## config.mk

```make
export PLATFORM = sky130hd
export DESIGN_NAME = swj_mode_detect
export DESIGN_NICKNAME = d
export VERILOG_FILES = /design/src/rtl/swj_pkg.sv /design/src/rtl/swj_run_counter.sv /design/src/rtl/swj_word_matcher.sv /design/src/rtl/swj_mode_detect.sv
export SDC_FILE = /design/constraint.sdc
export NUM_CORES = 1
export LEC_CHECK = 0
export ABC_AREA = 0
export BUFFER_PORTS_ARGS = -buffer_cell sky130_fd_sc_hd__buf_2
export CORE_AREA = 2 2 46 48
export DETAILED_ROUTE_END_ITERATION = 8
export DIE_AREA = 0 0 48 50
export PLACE_DENSITY_LB_ADDON = 0.15
export RECOVER_POWER = 25
export SETUP_SLACK_MARGIN = 0.5
export SLEW_MARGIN = 20
export SYNTH_ARGS = -nofsm -noshare
export SYNTH_HDL_FRONTEND = slang
export SYNTH_SLANG_ARGS = --single-unit
export TNS_END_PERCENT = 50
```

## constraint.sdc

```tcl
create_clock -name clk -period 2.4 [get_ports clk]
set_input_delay 0 -clock clk [delete_from_list [all_inputs] [get_ports clk]]
set_output_delay 0 -clock clk [all_outputs]
set_load 0.01 [all_outputs]
```

## src/rtl/swj_pkg.sv

```systemverilog
// Shared definitions for the debug port mode-switch detector.
// Assumes every selection word has the same width and that all of them start with a 0 bit.
package swj_pkg;

    typedef enum logic {
        MODE_JTAG = 1'b0,
        MODE_SWD  = 1'b1
    } mode_e;

    localparam int SEL_W    = 16;
    localparam int SEL_NUM  = 3;
    localparam int RUN_LEN  = 50;

    // Candidate words (LSB sent first) and the mode each one selects.
    localparam logic [SEL_W-1:0] SEL_WORDS [SEL_NUM] = '{16'hE79E, 16'hEDB6, 16'hE73C};
    localparam mode_e            SEL_MODE  [SEL_NUM] = '{MODE_SWD, MODE_SWD, MODE_JTAG};

endpackage

```

## src/rtl/swj_run_counter.sv

```systemverilog
// Counts consecutive enabled high bits on the line, saturating at RUN_MIN.
// It raises a one-cycle pulse when the count reaches RUN_MIN and reports when a qualifying run is in place.
// Assumes a synchronous active-low reset.
module swj_run_counter #(
    parameter int RUN_MIN = swj_pkg::RUN_LEN
) (
    input  logic clk,
    input  logic rst_n,
    input  logic en,
    input  logic bit_in,
    output logic run_met,
    output logic lr_pulse
);
    localparam int CW = $clog2(RUN_MIN + 1);

    logic [CW-1:0] ones_cnt;

    // The run count is held at RUN_MIN once it gets there.
    assign run_met = (ones_cnt == CW'(RUN_MIN));

    // Count high bits, clear the count on a low bit, and pulse on the last high bit of a qualifying run.
    always_ff @(posedge clk) begin
        if (!rst_n) begin
            ones_cnt <= '0;
            lr_pulse <= 1'b0;
        end else begin
            lr_pulse <= 1'b0;
            if (en) begin
                if (bit_in) begin
                    if (ones_cnt < CW'(RUN_MIN))
                        ones_cnt <= ones_cnt + 1'b1;
                    if (ones_cnt == CW'(RUN_MIN - 1))
                        lr_pulse <= 1'b1;
                end else begin
                    ones_cnt <= '0;
                end
            end
        end
    end


    lr_single_chk: assert property (@(posedge clk) disable iff (!rst_n)
        lr_pulse |=> !lr_pulse);


    lr_at_full_run_chk: assert property (@(posedge clk) disable iff (!rst_n)
        lr_pulse |-> run_met);


    cnt_hold_chk: assert property (@(posedge clk) disable iff (!rst_n)
        !en |=> $stable(ones_cnt));

endmodule

```

## src/rtl/swj_word_matcher.sv

```systemverilog
// Matches the incoming bit stream against the selection words, LSB first.
// A word may start only on a low bit taken while a qualifying run is in place.
// Only words that lead to a mode other than cur_mode are candidates.
// On the 16th matching bit, hit is raised combinationally and hit_mode gives the new mode.
module swj_word_matcher
    import swj_pkg::*;
#(
    parameter int W = SEL_W,
    parameter int N = SEL_NUM
) (
    input  logic  clk,
    input  logic  rst_n,
    input  logic  en,
    input  logic  bit_in,
    input  logic  run_met,
    input  mode_e cur_mode,
    output logic  hit,
    output mode_e hit_mode
);
    localparam int IW = $clog2(W);

    logic          active;
    logic [IW-1:0] idx;
    logic [N-1:0]  alive;
    logic [N-1:0]  bit_ok;
    logic [N-1:0]  alive_nxt;
    logic [IW-1:0] bit_pos;
    logic          step;
    logic          last_bit;

    assign bit_pos  = active ? idx : '0;
    assign step     = en && (active || (run_met && !bit_in));
    assign last_bit = active && (idx == IW'(W - 1));

    // Each candidate survives while its bit agrees with the line and it leads to the other mode.
    for (genvar c = 0; c < N; c++) begin : g_cand
        assign bit_ok[c]    = (bit_in == SEL_WORDS[c][bit_pos]) && (SEL_MODE[c] != cur_mode);
        assign alive_nxt[c] = (active ? alive[c] : 1'b1) && bit_ok[c];
    end

    assign hit = step && last_bit && (|alive_nxt);

    // Pick the mode of a surviving candidate; all survivors share the same target.
    always_comb begin
        hit_mode = cur_mode;
        for (int c = 0; c < N; c++)
            if (alive_nxt[c])
                hit_mode = SEL_MODE[c];
    end

    // Advance through the word, or drop out on a mismatch or on completion.
    always_ff @(posedge clk) begin
        if (!rst_n) begin
            active <= 1'b0;
            idx    <= '0;
            alive  <= '0;
        end else if (step) begin
            alive <= alive_nxt;
            if (last_bit || !(|alive_nxt)) begin
                active <= 1'b0;
                idx    <= '0;
            end else begin
                active <= 1'b1;
                idx    <= bit_pos + 1'b1;
            end
        end
    end


    start_after_run_chk: assert property (@(posedge clk) disable iff (!rst_n)
        $rose(active) |-> $past(run_met));


    idle_index_chk: assert property (@(posedge clk) disable iff (!rst_n)
        !active |-> (idx == '0));


    match_hold_chk: assert property (@(posedge clk) disable iff (!rst_n)
        !en |=> ($stable(idx) && $stable(active)));

endmodule

```

## src/rtl/swj_mode_detect.sv

```systemverilog
// Top level of the debug port mode-switch detector.
// It holds the current protocol mode and flips it when the word matcher reports a complete selection word.
// It also passes out the line-reset pulse from the run counter. Comes up in JTAG mode after reset.
module swj_mode_detect
    import swj_pkg::*;
(
    input  logic clk,
    input  logic rst_n,
    input  logic en,
    input  logic line_bit,
    output logic mode_swd,
    output logic line_reset_pulse,
    output logic mode_change_pulse
);
    mode_e mode_q;
    mode_e hit_mode;
    logic  run_met;
    logic  hit;

    swj_run_counter #(.RUN_MIN(RUN_LEN)) u_run (
        .clk      (clk),
        .rst_n    (rst_n),
        .en       (en),
        .bit_in   (line_bit),
        .run_met  (run_met),
        .lr_pulse (line_reset_pulse)
    );

    swj_word_matcher #(.W(SEL_W), .N(SEL_NUM)) u_match (
        .clk      (clk),
        .rst_n    (rst_n),
        .en       (en),
        .bit_in   (line_bit),
        .run_met  (run_met),
        .cur_mode (mode_q),
        .hit      (hit),
        .hit_mode (hit_mode)
    );

    // Register the mode and raise the one-cycle change pulse on a completed word.
    always_ff @(posedge clk) begin
        if (!rst_n) begin
            mode_q            <= MODE_JTAG;
            mode_change_pulse <= 1'b0;
        end else begin
            mode_change_pulse <= 1'b0;
            if (hit) begin
                mode_q            <= hit_mode;
                mode_change_pulse <= 1'b1;
            end
        end
    end

    assign mode_swd = (mode_q == MODE_SWD);


    change_flips_chk: assert property (@(posedge clk) disable iff (!rst_n)
        mode_change_pulse |-> (mode_swd != $past(mode_swd)));


    flip_has_pulse_chk: assert property (@(posedge clk) disable iff (!rst_n)
        (mode_swd != $past(mode_swd)) |-> mode_change_pulse);


    change_single_chk: assert property (@(posedge clk) disable iff (!rst_n)
        mode_change_pulse |=> !mode_change_pulse);


    mode_hold_chk: assert property (@(posedge clk) disable iff (!rst_n)
        !en |=> $stable(mode_swd));

endmodule

```

After elaboration in Yosys (flattened, before gate mapping)
Memory sizes are Yosys's and may differ from the RTL's.
Cells that the tools add are included.
{ "totals": {"rom_bits": 48, "register_bits": 17, "mem_count": 3, "out_inout_bits": 3, "input_bits": 4} }
{ "classes": {"muxes": 16, "add_sub_neg": 2, "bitwise_logic": 1, "eq_ne": 7, "n_reduce_logical": 20, "magnitude_cmp": 2} }
{ "mem_list": {"columns": ["name", "words", "width", "read_ports", "rd_clocked_by_memory_dff", "write_ports", "line", "text"], "rows": [
  ["(name not given)", 16, 1, 1, 0, 0, "swj_word_matcher.sv:37", "assign bit_ok[c] = (bit_in == SEL_WORDS[c][bit_pos]) && (SEL_MODE[c] != cur_mode);"],
  ["(name not given)", 16, 1, 1, 0, 0, "swj_word_matcher.sv:37", null],
  ["(name not given)", 16, 1, 1, 0, 0, "swj_word_matcher.sv:37", null]
]} }
{ "ops": {"columns": ["cell", "count"], "rows": [
  ["$eq 6x6->1 const B", 2],
  ["$mux 1", 12],
  ["$mux 6", 2],
  ["$logic_and 1x1->1", 11],
  ["$mux 4", 2],
  ["$add 6x1->6 const B", 1],
  ["$lt 6x6->1 const B", 1],
  ["$lt 4x5->1 const B", 1],
  ["$add 4x1->4 const B", 1],
  ["$eq 4x4->1 const B", 1],
  ["$reduce_and 2->1", 2],
  ["$eq 1x1->1", 3],
  ["$reduce_and 3->1", 1],
  ["$reduce_bool 3->1", 1],
  ["$reduce_or 3->1", 1],
  ["$logic_not 1->1", 2],
  ["$logic_or 1x1->1", 2],
  ["$ne 2x1->1 const B", 1],
  ["$not 1->1", 1]
]} }

Longest topological paths before layout
{ "logic_depth": {"word_depth": 10, "mapped_depth": 10, "depth_no_buf": 9} }

Hierarchy
Synthesis repeated with hierarchy kept, for this count alone.
{ "unflattened": {"cells_unflattened": 137, "hier_area_um2": 1152.4} }
{ "modules_own_cells": {"columns": ["module", "cells_each", "area_each_um2", "seq_area_each_um2", "instances"], "rows": [
  ["swj_word_matcher", 84, 674.4, 160.2, 1],
  ["swj_run_counter", 48, 414.1, 140.1, 1],
  ["swj_mode_detect", 5, 63.8, 40.0, 1]
]} }

Worst setup path before layout
OpenSTA, ideal clock, no wires.
{ "synth_path": {"kind": "flip-flop to flip-flop", "start": "register u_match.active", "end": "register u_match.idx[0]", "period_less_slack_ns": 1.996, "n_path_buf": 1, "t_arrival_ns": 1.879, "setup_slack_ns": 0.404, "setup_time_ns": 0.117, "stages_incl_launch_ff": 11, "cell_sequence": "dfxtp_1 > buf_4 > nand2_1 > inv_1 > ha_1 > nor4bb_1 > a211o_1 > o21ai_0 > nor3b_2 > a211o_1 > a32o_1"} }
{ "synth_between": {"elab_chain_len": 10, "elab_cells_between_ends": 27, "classes_between": "add/sub: 1; eq/ne: 3; mux: 8; reduce/logical: 12; memory: 3"} }
{ "synth_rtl": {"columns": ["item", "line", "text"], "rows": [
  ["start: declaration", "swj_word_matcher.sv:22", "logic active;"],
  ["start signal: assignment", "swj_word_matcher.sv:54", "active <= 1'b0;"],
  ["start signal: assignment", "swj_word_matcher.sv:60", "active <= 1'b0;"],
  ["start signal: assignment", "swj_word_matcher.sv:63", "active <= 1'b1;"],
  ["$mux 4", "swj_word_matcher.sv:31", "assign bit_pos = active ? idx : '0;"],
  ["$mem_v2 16x1", null, null],
  ["$mux 1 (implied by the code)", "swj_word_matcher.sv:37", null],
  ["$eq 1x1->1", "swj_word_matcher.sv:37", null],
  ["$logic_and 1x1->1", "swj_word_matcher.sv:37", null],
  ["$logic_and 1x1->1", "swj_word_matcher.sv:38", "assign alive_nxt[c] = (active ? alive[c] : 1'b1) && bit_ok[c];"],
  ["$reduce_or 3->1", "swj_word_matcher.sv:59", "if (last_bit || !(|alive_nxt)) begin"],
  ["$logic_not 1->1", "swj_word_matcher.sv:59", null],
  ["$logic_or 1x1->1", "swj_word_matcher.sv:59", null],
  ["$mux 4", "swj_word_matcher.sv:59", null],
  ["end signal: assignment", "swj_word_matcher.sv:64", "idx <= bit_pos + 1'b1;"],
  ["end: declaration", "swj_word_matcher.sv:23", "logic [IW-1:0] idx;"]
]} }
Several ways; a longest one is shown, not always the timed one. The select of a mux whose other input is x is not followed.
A chain may end at the register's enable or synchronous reset.

Worst setup path after layout
Ends and elaborated chain as after synthesis.

==> impl_metrics.yaml <==
sta:
  relSlewSlack_pct: 58.9
  finalSetupTns_ps: 0
  finalHoldViolCount: 0
  min_period_ps: 2000
  skew_ps: 6.75
  worst_pin_slew_ps: 607
  min_period_over_period_pct: 83.2
  fmax_ghz: 0.501
  rsz0062_at_grt: "true"
  hold_slack_ps: 30.9
  fin_ws_ps: 404
  setup_viol: 0
  final-max-slew-violation-count: 0
clock_network:
  cts_buffers: 3
  htreeDepth: 1
  clk_pin_slew_ps: 100
  cts_buffer_depth: 2
  clk_latency_ps: 310
  cts_tree: "done"
  cts.sink_count: 17
  cts-root-buf: "clkbuf_4"
route:
  wire_per_inst_um: 14.5
  vias: 968
  totalWireLength_mm: 2.38
  routed_via_density: 5.90
  drc: 0
  first_pass_iters: 4
  drt_iter0_drc: 42
  antenna_left: 0
cells_and_area:
  areaGrowthSynthToFinish_pct: 15.6
  fin_util_pct: 65.0
  drive_gt1_share_pct: 21.2
  fin_nets: 147
  antenna-diode-count: 0
placed_design:
  dp_slack_ps: 231
  portBuffers: 6
  dp_hpwl_mm: 1.68
  place.gp.congestion: 0.848
floorplan:
  fp.coreArea_um2: 1900
  start_util_pct: 56.3
  io_pins: 7
  fp.dieH_um: 50
  rows: 16
  fp.dieArea_um2: 2400
  die_w_um: 48
synth:
  post_synth_num_cell_types: 45
  yosysSeqAreaShare_pct: 31.8
  ys_ff_latch: 17
  synth.top_cell.area_share_pct: 31.8
  synth_top_area_cell: "dfxtp_1"
  syn_nets: 138
  async_reset_ff_share_pct: 0
  synth_flop_cell: "dfxtp_1"
  yosysMostFrequentCell: "dfxtp_1"
  synth_area_leaders: "dfxtp_1 (32%), ha_1 (5.8%), nand3_1 (4.2%), nand2_1 (4.2%), xor2_1 (4.1%)"
  synth_edf_count: 0
  ys_warn_count: 0
  synth.avg_cell_area_um2: 8.29
  synth_common_cells: "dfxtp_1 (17), nand2_1 (12), nor2_1 (10), nand3_1 (9), inv_1 (6)"
  syn_inst: 129
  synthesis.area_um2: 1070
grt:
  overflow: 0
  grt_pass1_vias: 937
  gr-usage-all-layers_pct: 24.3
  grt_first_pass_wirelength_mm: 4.27
  met1_usage_pct: 35.1
  grtUsageMet3_pct: 5.13
  grt_use_met2_pct: 35.1
  antenna_found_initial: 0
  grt_max_degree: 16
  grt_busiest_layer: "met2"
pwr:
  switchingPower_w: 0.000122
  pwr-share-clk_pct: 34.1
  finalPower_w: 0.000481
  power_switching_share_pct: 25.3
  ir_worst_vdd_mv: 0.279
  p_int_w: 0.000359
  powerDensity_nw_per_um2: 389
  p_leak_nw: 0.482
  seqPwrFrac_pct: 58.7
  p_comb_share_pct: 7.2
run_status:
  status: "completed"
setup_path:
  cp_data_required_time_ps: 2610
  critPathCaptureType: "register"
  worstPathMaxFanout: 4
  start_kind: "register"
  arrival_ps: 2210
  critical_path_class: "reg2reg"
run:
  maxCapViolations: 0
min_path:
  worst_hold_path_type: "in2reg"
## flip-flops by register name, summed over array words and instances, names as in the netlist
signal,flops
u_match.idx,4
mode_change_pulse,1
u_match.active,1
u_run.ones_cnt,6
mode_swd,1
u_run.lr_pulse,1
u_match.alive,3
## worst max-delay path, cell delays in order, from the launching register on
cell and delay, ps:
dfxtp_4 410, nand2_4 70, inv_4 60, ha_4 190
nor4bb_2 260, a211o_1 190, o21ai_1 80, nor3b_4 180
a211o_1 250, a32o_1 200
## routing by layer
layer | share of wire (%) | vias up
li1 | - | 473
met1 | 48 | 466
met2 | 45 | 24
met3 | 4.4 | 5
met4 | 2.1 | 0
met5 | 0 | -
## cells by family after synthesis
| family | share of synthesized area (%) |
|---|---|
| adder cells (fa/ha/maj) | 5.85 |
| buffers and inverters | 6.55 |
| AO/OA/AOI/OAI | 17.2 |
| multiplexers | 3.86 |
| flip-flops | 31.8 |
| AND/OR/NAND/NOR | 28.2 |
| XOR/XNOR | 6.55 |
## worst paths after layout
path         depth (start not counted)  slack, ps        startpoint                to
max                                  9        400    u_match.active    u_match.idx[0]
min                                  2         30             rst_n    u_match.active
max reg2reg                          9        400    u_match.active    u_match.idx[0]
min reg2reg                          2        470  u_match.alive[1]  u_match.alive[1]
## stage by stage
step           cell area, um^2  cells
2_1_floorplan             1090    129
5_1_grt                   1240    164
3_3_place_gp              1120    157
3_5_place_dp              1120    157
6_report                  1240    164
4_1_cts                   1220    164
## power by group through the flow
stage	clock network [W]	logic, W	registers (W)
finish	0.000164	0.0000345	0.000282
global route	0.000171	0.0000381	0.000283
CTS	0.000166	0.0000338	0.000282
detailed placement	0	0.0000311	0.000291
global placement	0	0.0000307	0.000291
floorplan	0	0.0000239	0.000291
## timing repair
action,CTS,global route
pin swaps,6,2
gates resized for setup,13,6
hold buffers,0,0
setup buffers,3,0
endpoints found under the setup margin,8,10
## area by class of cell
type                       instances  area [um^2]
fill                             187          666
tap                               27         33.8
sequential                        17          349
timing repair buffer              11         71.3
clock buffer                       4         26.3
inverter                           7         28.8
multi-input combinational         98          727
## cells in the final DEF (no fill, tap or decap), drive strengths merged, types with 2 or more instances in the layout
| master | Yosys | layout |
|---|---|---|
| a211o | 2 | 2 |
| a21oi | 3 | 3 |
| and2 | 3 | 3 |
| and3 | 2 | 2 |
| buf | 5 | 8 |
| clkbuf | 2 | 7 |
| dfxtp | 17 | 17 |
| ha | 5 | 5 |
| inv | 7 | 7 |
| mux2i | 3 | 3 |
| nand2 | 12 | 12 |
| nand2b | 2 | 2 |
| nand3 | 9 | 9 |
| nand4 | 2 | 2 |
| nor2 | 11 | 11 |
| nor2b | 4 | 4 |
| nor3 | 4 | 4 |
| nor3b | 2 | 2 |
| nor4b | 2 | 2 |
| o21ai | 5 | 5 |
| o31ai | 2 | 2 |
| xnor2 | 3 | 3 |
| xor2 | 5 | 5 |
Power figures use the tool's default switching activity.
